==> src/rtl/status_reg_pkg.sv <==
package status_reg_pkg;
  localparam int NUM_ARITH = 4;
  localparam int WORD_W    = 8;
  localparam int POS_C   = 0;
  localparam int POS_AC  = 1;
  localparam int POS_Z   = 2;
  localparam int POS_OV  = 3;
  localparam int POS_PDF = 4;
  localparam int POS_TO  = 5;

  typedef struct packed {
    logic pdf;
    logic to;
  } pwr_flags_t;
endpackage

==> src/rtl/arith_flag_bits.sv <==
module arith_flag_bits #(
  parameter int N = 4
) (
  input  logic         clk,
  input  logic         rst,
  input  logic         bus_hit,
  input  logic [N-1:0] bus_bits,
  input  logic [N-1:0] upd_en,
  input  logic [N-1:0] upd_val,
  output logic [N-1:0] flags_q
);
  for (genvar i = 0; i < N; i++) begin : g_bit
    always_ff @(posedge clk) begin
      if (rst)            flags_q[i] <= 1'b0;
      else if (bus_hit)   flags_q[i] <= bus_bits[i];
      else if (upd_en[i]) flags_q[i] <= upd_val[i];
    end
  end

  // the store wins over a simultaneous ALU update
  a_r7_bus_over_alu: assert property (@(posedge clk) disable iff (rst)
    (bus_hit && (upd_en != '0)) |=> (flags_q == $past(bus_bits)));

  // a flag with its enable low and no store holds its value
  a_r6_hold: assert property (@(posedge clk) disable iff (rst)
    (!bus_hit && upd_en == '0) |=> $stable(flags_q));
endmodule

==> src/rtl/power_flag_bits.sv <==
module power_flag_bits
  import status_reg_pkg::*;
(
  input  logic       clk,
  input  logic       rst,
  input  logic       wdt_clr,
  input  logic       halt_exec,
  input  logic       wdt_timeout,
  output pwr_flags_t pwr_q
);
  always_ff @(posedge clk) begin
    if (rst) begin
      pwr_q <= '0;
    end else begin
      if (halt_exec)    pwr_q.pdf <= 1'b1;
      else if (wdt_clr) pwr_q.pdf <= 1'b0;

      if (wdt_timeout)               pwr_q.to <= 1'b1;
      else if (wdt_clr || halt_exec) pwr_q.to <= 1'b0;
    end
  end

  // halt always leaves power-down set
  a_r8_halt_sets_pdf: assert property (@(posedge clk) disable iff (rst)
    halt_exec |=> pwr_q.pdf);

  // time-out wins over clear and halt
  a_r10_timeout_wins: assert property (@(posedge clk) disable iff (rst)
    wdt_timeout |=> pwr_q.to);

  // clear or halt without time-out leaves the time-out bit low
  a_r9_to_cleared: assert property (@(posedge clk) disable iff (rst)
    (!wdt_timeout && (wdt_clr || halt_exec)) |=> !pwr_q.to);
endmodule

==> src/rtl/status_flag_reg.sv <==
module status_flag_reg
  import status_reg_pkg::*;
#(
  parameter int          ADDR_W      = 8,
  parameter logic [7:0]  STATUS_ADDR = 8'h0A
) (
  input  logic              clk,
  input  logic              rst,
  input  logic [ADDR_W-1:0] bus_addr,
  input  logic              bus_we,
  input  logic [7:0]        bus_wdata,
  input  logic [3:0]        alu_flag_we,
  input  logic [3:0]        alu_flag_val,
  input  logic              wdt_clr,
  input  logic              halt_exec,
  input  logic              wdt_timeout,
  output logic [7:0]        status_q
);
  localparam logic [ADDR_W-1:0] MATCH = ADDR_W'(STATUS_ADDR);

  logic             bus_hit;
  logic [NUM_ARITH-1:0] arith_q;
  pwr_flags_t       pwr_q;

  assign bus_hit = bus_we && (bus_addr == MATCH);

  arith_flag_bits #(.N(NUM_ARITH)) u_arith (
    .clk      (clk),
    .rst      (rst),
    .bus_hit  (bus_hit),
    .bus_bits (bus_wdata[NUM_ARITH-1:0]),
    .upd_en   (alu_flag_we),
    .upd_val  (alu_flag_val),
    .flags_q  (arith_q)
  );

  power_flag_bits u_power (
    .clk         (clk),
    .rst         (rst),
    .wdt_clr     (wdt_clr),
    .halt_exec   (halt_exec),
    .wdt_timeout (wdt_timeout),
    .pwr_q       (pwr_q)
  );

  always_comb begin
    status_q                      = '0;
    status_q[POS_OV:POS_C]        = arith_q;
    status_q[POS_PDF]             = pwr_q.pdf;
    status_q[POS_TO]              = pwr_q.to;
  end

  // the unused upper bits never read 1
  a_r2_upper_zero: assert property (@(posedge clk) status_q[7:6] == 2'b00);

  // a store with no system event leaves the power bits alone
  a_r5_bus_no_power: assert property (@(posedge clk) disable iff (rst)
    (bus_hit && !wdt_clr && !halt_exec && !wdt_timeout) |=> $stable(status_q[5:4]));

  // a store loads the writable bits
  a_r3_store_loads: assert property (@(posedge clk) disable iff (rst)
    bus_hit |=> (status_q[3:0] == $past(bus_wdata[3:0])));
endmodule

==> config.mk <==
export PLATFORM = sky130hd
export DESIGN_NAME = status_flag_reg
export DESIGN_NICKNAME = d
export VERILOG_FILES = /design/src/rtl/status_reg_pkg.sv /design/src/rtl/arith_flag_bits.sv /design/src/rtl/power_flag_bits.sv /design/src/rtl/status_flag_reg.sv
export SDC_FILE = /design/constraint.sdc
export NUM_CORES = 1
export LEC_CHECK = 0
export BUFFER_PORTS_ARGS = -buffer_cell sky130_fd_sc_hd__buf_2
export CAP_MARGIN = 10
export CORE_AREA = 4 4 41 43
export DETAILED_ROUTE_END_ITERATION = 8
export DIE_AREA = 0 0 45 47
export SYNTH_ARGS = -nofsm -noshare
export SYNTH_HDL_FRONTEND = slang
export SYNTH_SLANG_ARGS = --single-unit
==> constraint.sdc <==
create_clock -name clk -period 2.2 [get_ports clk]
set_input_delay 0.22 -clock clk [delete_from_list [all_inputs] [get_ports clk]]
set_output_delay 0.22 -clock clk [all_outputs]
set_load 0.01 [all_outputs]
* After elaboration in Yosys (flattened, before gate mapping)
Index checks and enable logic that the tools add are counted.
Storage, ports and cells: register bits 6, bits of input ports 30, output and inout bits 8, logic and storage cells 27
Operators by class: equality and inequality tests 1, mux-type cells 12, reductions and logical operators 8
Operator list (count):
- $mux W1 | 12
- $reduce_bool A2 Y1 | 6
- $eq A8 B4 Y1 const B | 1
- $logic_and A1 B1 Y1 | 1
- $logic_or A1 B1 Y1 | 1

* Depth between registers and ports, before layout
Gate-level depths: netlist of the first run.
word-level depth 3, gate-level depth with buffers 3, gate-level depth less buffers 3

* Cells and area by module
Synthesis of the first run repeated with hierarchy kept, for this count alone.
Second synthesis, totals: cell total of the unflattened synthesis 31, area, all modules 302.8 um2
Modules (own cells, without submodules):
- arith_flag_bits | instances 1, cells an instance 17, area an instance 178.9 um2, seq. area each 80.1 um2
- power_flag_bits | instances 1, cells an instance 8, area an instance 72.6 um2, seq. area each 40.0 um2
- status_flag_reg | instances 1, cells an instance 6, area an instance 51.3 um2, seq. area each 0.0 um2

* Least setup slack after synthesis of the first run
OpenSTA, ideal clock, no wires.
path kind in2reg, from input port bus_addr[5], to register u_arith.flags_q[3], setup time 0.086 ns, arrival 1.129 ns, required time 2.114 ns, slack 0.985 ns, stages on the path 3, cells stage by stage or3_4 -> or3_4 -> a211oi_1
Between the ends: longest elaborated chain between the ends 3, elaborated cells between the ends (all ways) 4, classes of those cells eq/ne (1); mux (1); reduce/logical (2)
RTL lines:
- start: declaration | line status_flag_reg.sv:9 | input logic [ADDR_W-1:0] bus_addr,
- $eq A8 B4 Y1 (*) | line status_flag_reg.sv:25 | assign bus_hit = bus_we && (bus_addr == MATCH);
- $logic_and A1 B1 Y1 (*) | line status_flag_reg.sv:25
- $mux W1 / $reduce_bool A2 Y1 (equally long branches)
- end signal: indexed assignment | line arith_flag_bits.sv:15 | else if (bus_hit) flags_q[i] <= bus_bits[i];
- end signal: indexed assignment | line arith_flag_bits.sv:16 | else if (upd_en[i]) flags_q[i] <= upd_val[i];
- end: declaration | line arith_flag_bits.sv:10 | output logic [N-1:0] flags_q
Mark *: on every way between the ends. The rest lies on a longest branch, timed or not. A chain may end at the register's enable or synchronous reset.

* Final worst setup path of the first run
Ends and elaborated chain as after synthesis.

==> metrics.cfg, run 1 <==
[status]
status=finished clean

[grt]
antenna_found_initial=0
grt_overflow_total=0
grt_pass1_vias=326
grt_max_degree=6
gr-usage-all-layers=0.08610
grt_pass1_wl_um=1276

[synth]
syn-mean-instance-area_um2=9.501
synth_flop_cell=dfxtp_1
synth_top_area_cell=dfxtp_1
synth.yosys.seq_area_share=0.3951
synth_most_common_cell=dfxtp_1
ys_ff_latch=6
ys_async_sr_fraction=0
synth_area_um2=304.0
synth_top_cell_area_share=0.3951
synth_cells=32
synthTopCellsByArea=dfxtp_1 40%, mux2i_1 13%, o41ai_1 8.6%, or3_4 7.4%, a21oi_1 6.6%
synthTopCellsByCount=6 x dfxtp_1, 4 x a21oi_1, 4 x mux2i_1
yosys_warnings=0
synth_cell_types=14
synth_edf_count=0

[placement]
io_buffers=31
globalplace.congestion=0.6608
dp_slack_ps=822.8

[cts]
cts.sinks=6
post_cts_resized=0
cts_tree=yes
cts-root-buf=clkbuf_4
hold_buffers=0
clk_latency_ps=240
clock_path_buffers=2
postCtsSetupBuffers=0
numCtsBuffers=3
clk_pin_slew_ps=40
htree_levels=1

[cells_and_area]
nets=97
syn_to_final_growth_pct=60.91
drive_above_1_share=0.5538
antenna_cells=0
utilization=0.3760

[sta]
rsz0062_at_grt=false
fin_crit_sh=0.5215
skew_ps=0
fin_crit_ps=1147
setup_slack_ps=1053
fmax_mhz=871.6
finalHoldViolCount=0
slew_violations=0
finalSetupTns_ps=0
setup_viol=0

[floorplan]
dieArea_um2=2115
rows=13
die_w_um=45
die_h_um=47
start_util=0.2337
ios=38
core_um2=1301

[route]
wl_per_cell_um=10.29
drtIter0Drc=4
ant_nets=0
drt-total-wl_um=823
routed_via_density=4.588
dr_total_vias=367
drc=0
firstDrtPassIters=4

[critical_path]
cp_max_fo=5
cp_data_required_time_ps=2350
cp-start-kind=input pin
arrival_ps=1290
path_class=in -> reg
endpoint_kind=flop

[run]
max-cap-violations=0

[pwr]
vdd_drop_max_mv=0.1771
power_mw=0.2694
powerDensity_nw_per_um2=550.7
p_leak_nw=0.2626

[min_path]
hp-class=in -> reg

## worst max-delay path, cell delays in order
cell      delay, ps
buf_2            90
or3_4           400
or3_4           370
a211oi_1        220
## power breakdown
group          switching, mW  leakage [nW]  internal [mW]  total (mW)
Clock                 0.0368        0.0138         0.0615      0.0983
Sequential           0.00271        0.0498          0.116       0.119
Combinational         0.0228         0.199         0.0297      0.0525
## sequential cells by signal, indices dropped and copies added (netlist names)
signal           count
u_power.pwr_q        2
u_arith.flags_q      4
## metrics by stage
| step | hold WS (ps) | cell area (µm²) | cells |
|---|---|---|---|
| finish | 188.3 | 489.2 | 80 |
| CTS | 181.6 | 489.2 | 80 |
| global placement | 430.3 | 466.7 | 77 |
| global route | 193.9 | 489.2 | 80 |
| floorplan | 292.4 | 307.8 | 33 |
| detailed placement | 437.6 | 466.7 | 77 |
## logic make-up after synthesis
family,share of synthesized area
and+or+nand+nor,0.1770
other,0.01233
muxes,0.1317
AOI/OAI and AO/OA,0.1976
DFF,0.3951
buffers and inverters,0.08640
## metal layers
metal / vias to the layer above / share of wire / global-route usage
li1: 183 / - / -
met1: 152 / 0.36 / 0.09318
met2: 30 / 0.44 / 0.1356
met3: 2 / 0.19 / 0.04215
met4: 0 / 0.0073 / 0.05263
met5: - / 0 / 0
## final timing paths
| kind | startpoint | end | slack [ps] | cells past startpoint |
|---|---|---|---|---|
| worst min register to register | u_power.pwr_q[1]$_SDFFE_PP0P_ | u_power.pwr_q[1]$_SDFFE_PP0P_ | 480 | 2 |
| worst max register to register | u_arith.flags_q[3]$_SDFFE_PP0P_ | u_arith.flags_q[3]$_SDFFE_PP0P_ | 1500 | 2 |
| worst min-delay path | rst | u_power.pwr_q[1]$_SDFFE_PP0P_ | 190 | 2 |
| worst max-delay path | bus_addr[5] | u_arith.flags_q[3]$_SDFFE_PP0P_ | 1050 | 4 |
## final cells by class
type	count	area [µm²]
Multi-Input combinational cell	22	161.4
Clock buffer	3	22.52
Fill cell	158	812.0
Timing Repair Buffer	31	155.1
Inverter	3	11.26
Tap cell	15	18.77
Sequential cell	6	120.1
## cell usage in the layout (no fill, tap or decap)
cell type / synthesis / final
dfxtp_1: 6 / 6
mux2i_1: 4 / 4
a31oi_1: 1 / 1
o41ai_1: 3 / 3
a211oi_1: 1 / 1
or3_4: 2 / 2
buf_2: 0 / 31
nor2_1: 2 / 2
nand4bb_1: 1 / 1
conb_1: 1 / 2
inv_1: 3 / 3
clkbuf_4: 0 / 3
a21oi_1: 4 / 4
nand2b_1: 1 / 1
nor4_1: 1 / 1
Note: power is estimated with default switching activity, not from simulation.
==> inputs of run 2 (changes only) <==
- clock period: 2.2 -> 1.1 ns (I/O delays scaled with it)
==> run 2 against run 1 <==
Hold slack got worse by 110 ps. Die area unchanged. Clock-buffer cell count unchanged. Routed wire length increased by 1.8%.
==> metrics.cfg, run 2 (synthesis gave the netlist of run 1 again) <==
[route]
firstDrtPassIters=4  ; unchanged
routed_via_density=4.425  ; -3.5%
drc=0  ; unchanged
wl_per_cell_um=10.48  ; +1.8%
ant_nets=0  ; unchanged
drt-total-wl_um=838  ; +1.8%
dr_total_vias=354  ; -3.5%
drtIter0Drc=1  ; -3

[sta]
setup_slack_ps=113.5  ; -939.1 ps
skew_ps=0  ; unchanged
setup_viol=0  ; unchanged
fin_crit_sh=0.8968
slew_violations=0  ; unchanged
finalHoldViolCount=0  ; unchanged
fmax_mhz=1014
rsz0062_at_grt=false
fin_crit_ps=986.5

[critical_path]
cp_max_fo=5  ; unchanged
cp_slowest_cell=or3_4
max_stage_delay_ps=400  ; about the same
path_class=in -> reg
path_delay_family=simple AND/OR/NAND/NOR gates
arrival_ps=1150  ; -140 ps
cp_data_required_time_ps=1260  ; -1090 ps
crit_top_cell=or3_4
endpoint_kind=flop
cp.buffers_inverters=1  ; unchanged
rrSetupSlack_ps=420  ; -1080 ps
critical_path.cell_chain=buf_2 -> or3_4 -> or3_4 -> a211oi_2
cp-start-kind=input pin

[cells_and_area]
drive_above_1_share=0.5692  ; +0.01538
final_cell_mix=31 x buf_2, 6 x dfxtp_1, 4 x mux2i_1, 4 x a21oi_1
fin_cells=80  ; unchanged
top_register=u_arith.flags_q
finalInstanceArea_um2=494.2  ; +1.0%
reg.largest.list=u_arith.flags_q (4), u_power.pwr_q (2)
largest_register_ff_count=4  ; unchanged
nets=97  ; unchanged
final_common_cell=buf_2
antenna_cells=0  ; unchanged
syn_to_final_growth_pct=62.55

[run]
max-cap-violations=0  ; unchanged

[cts]
numCtsBuffers=3  ; unchanged
post_cts_resized=0  ; unchanged
clk_latency_ps=240  ; about the same
cts_tree=yes
clock_path_buffers=2  ; unchanged
clk_pin_slew_ps=50  ; about the same
hold_buffers=0  ; unchanged
htree_levels=1  ; unchanged
postCtsSetupBuffers=0  ; unchanged
cts.sinks=6  ; unchanged
cts-root-buf=clkbuf_4

[grt]
grt_pass1_vias=320  ; -1.8%
antenna_found_initial=0  ; unchanged
grt_max_degree=6  ; unchanged
grt_pass1_wl_um=1200  ; -6.0%
gr-usage-all-layers=0.08314  ; -0.002963
grt_overflow_total=0  ; unchanged

[floorplan]
dieArea_um2=2115  ; unchanged
core_um2=1301  ; unchanged
die_w_um=45  ; unchanged
start_util=0.2337  ; unchanged
rows=13  ; unchanged
ios=38  ; unchanged
die_h_um=47  ; unchanged

[placement]
place_area_um2=471.7  ; +1.1%
globalplace.congestion=0.6808  ; +3.0%
hpwlAfterDp_um=691.7
io_buffers=31  ; unchanged
dp_slack_ps=-138.2  ; -961.0 ps
place_inst=77  ; unchanged

[pwr]
power_mw=0.5453  ; +100%
power_switching_mw=0.1301  ; +110%
combPwrFrac=0.196  ; about the same
clkPwrFrac=0.369  ; +0.004
p_leak_nw=0.2638  ; +0.44%
intPower_mw=0.4152  ; +100%
vdd_drop_max_mv=0.5115  ; +190%
powerDensity_nw_per_um2=1103  ; +100%
power_frac_seq=0.435  ; -0.005
p_sw_frac=0.2386  ; +0.007300

[min_path]
hp-class=in -> reg

[status]
status=finished clean

[run 2: cell counts in the layout (fill, tap and decap cells not counted)]
No cell type changed its count.
[run 2: tightest hold or removal path, delay by kind of cell]
family	cells	cell delay [ps]
compound gates	1	30
buf+inv	1	70
simple gates	1	70
[run 2: metrics by stage]
stage | setup TNS, ps | hold slack (ps) | utilization
3_3_place_gp | -299.1 | 316.4 | 0.3625
3_5_place_dp | -352.4 | 331.4 | 0.3625
2_1_floorplan | 0 | 174.6 | -
5_1_grt | 0 | 79.20 | 0.3798
4_1_cts | 0 | 68.08 | 0.3798
6_report | 0 | 74.99 | 0.3798
[run 2: metal layers]
layer / up-vias / GRT usage / routed length, µm
li1: 181 / - / -
met4: 0 / 0.08772 / 11
met3: 2 / 0.02299 / 138
met5: - / 0 / 0
met2: 23 / 0.1215 / 352
met1: 148 / 0.09382 / 335
[run 2: power by group through the flow]
| stage | clock [mW] | combinational [mW] | sequential (mW) |
|---|---|---|---|
| 2_1_floorplan | 0 | 0.0426 | 0.248 |
| 3_3_place_gp | 0 | 0.106 | 0.241 |
| 3_5_place_dp | 0 | 0.108 | 0.241 |
| 4_1_cts | 0.214 | 0.108 | 0.237 |
| 5_1_grt | 0.215 | 0.119 | 0.239 |
| 6_report | 0.201 | 0.107 | 0.237 |
[run 2: worst paths after layout]
kind	startpoint	endpoint	cells after the start
worst max-delay path	bus_addr[5]	u_arith.flags_q[3]$_SDFFE_PP0P_	4
worst min-delay path	wdt_timeout	u_power.pwr_q[0]$_SDFFE_PP0P_	3
worst max register to register	u_arith.flags_q[3]$_SDFFE_PP0P_	u_arith.flags_q[3]$_SDFFE_PP0P_	2
worst min register to register	u_power.pwr_q[1]$_SDFFE_PP0P_	u_power.pwr_q[1]$_SDFFE_PP0P_	2
[run 2: cell type report]
class | instances | area [µm²]
flip-flops and latches | 6 | 120.1
fillers | 153 | 807.0
clock buffers | 3 | 22.52
multi-input cells | 22 | 166.4
well taps | 15 | 18.77
inverters | 3 | 11.26
repair buffers | 31 | 155.1
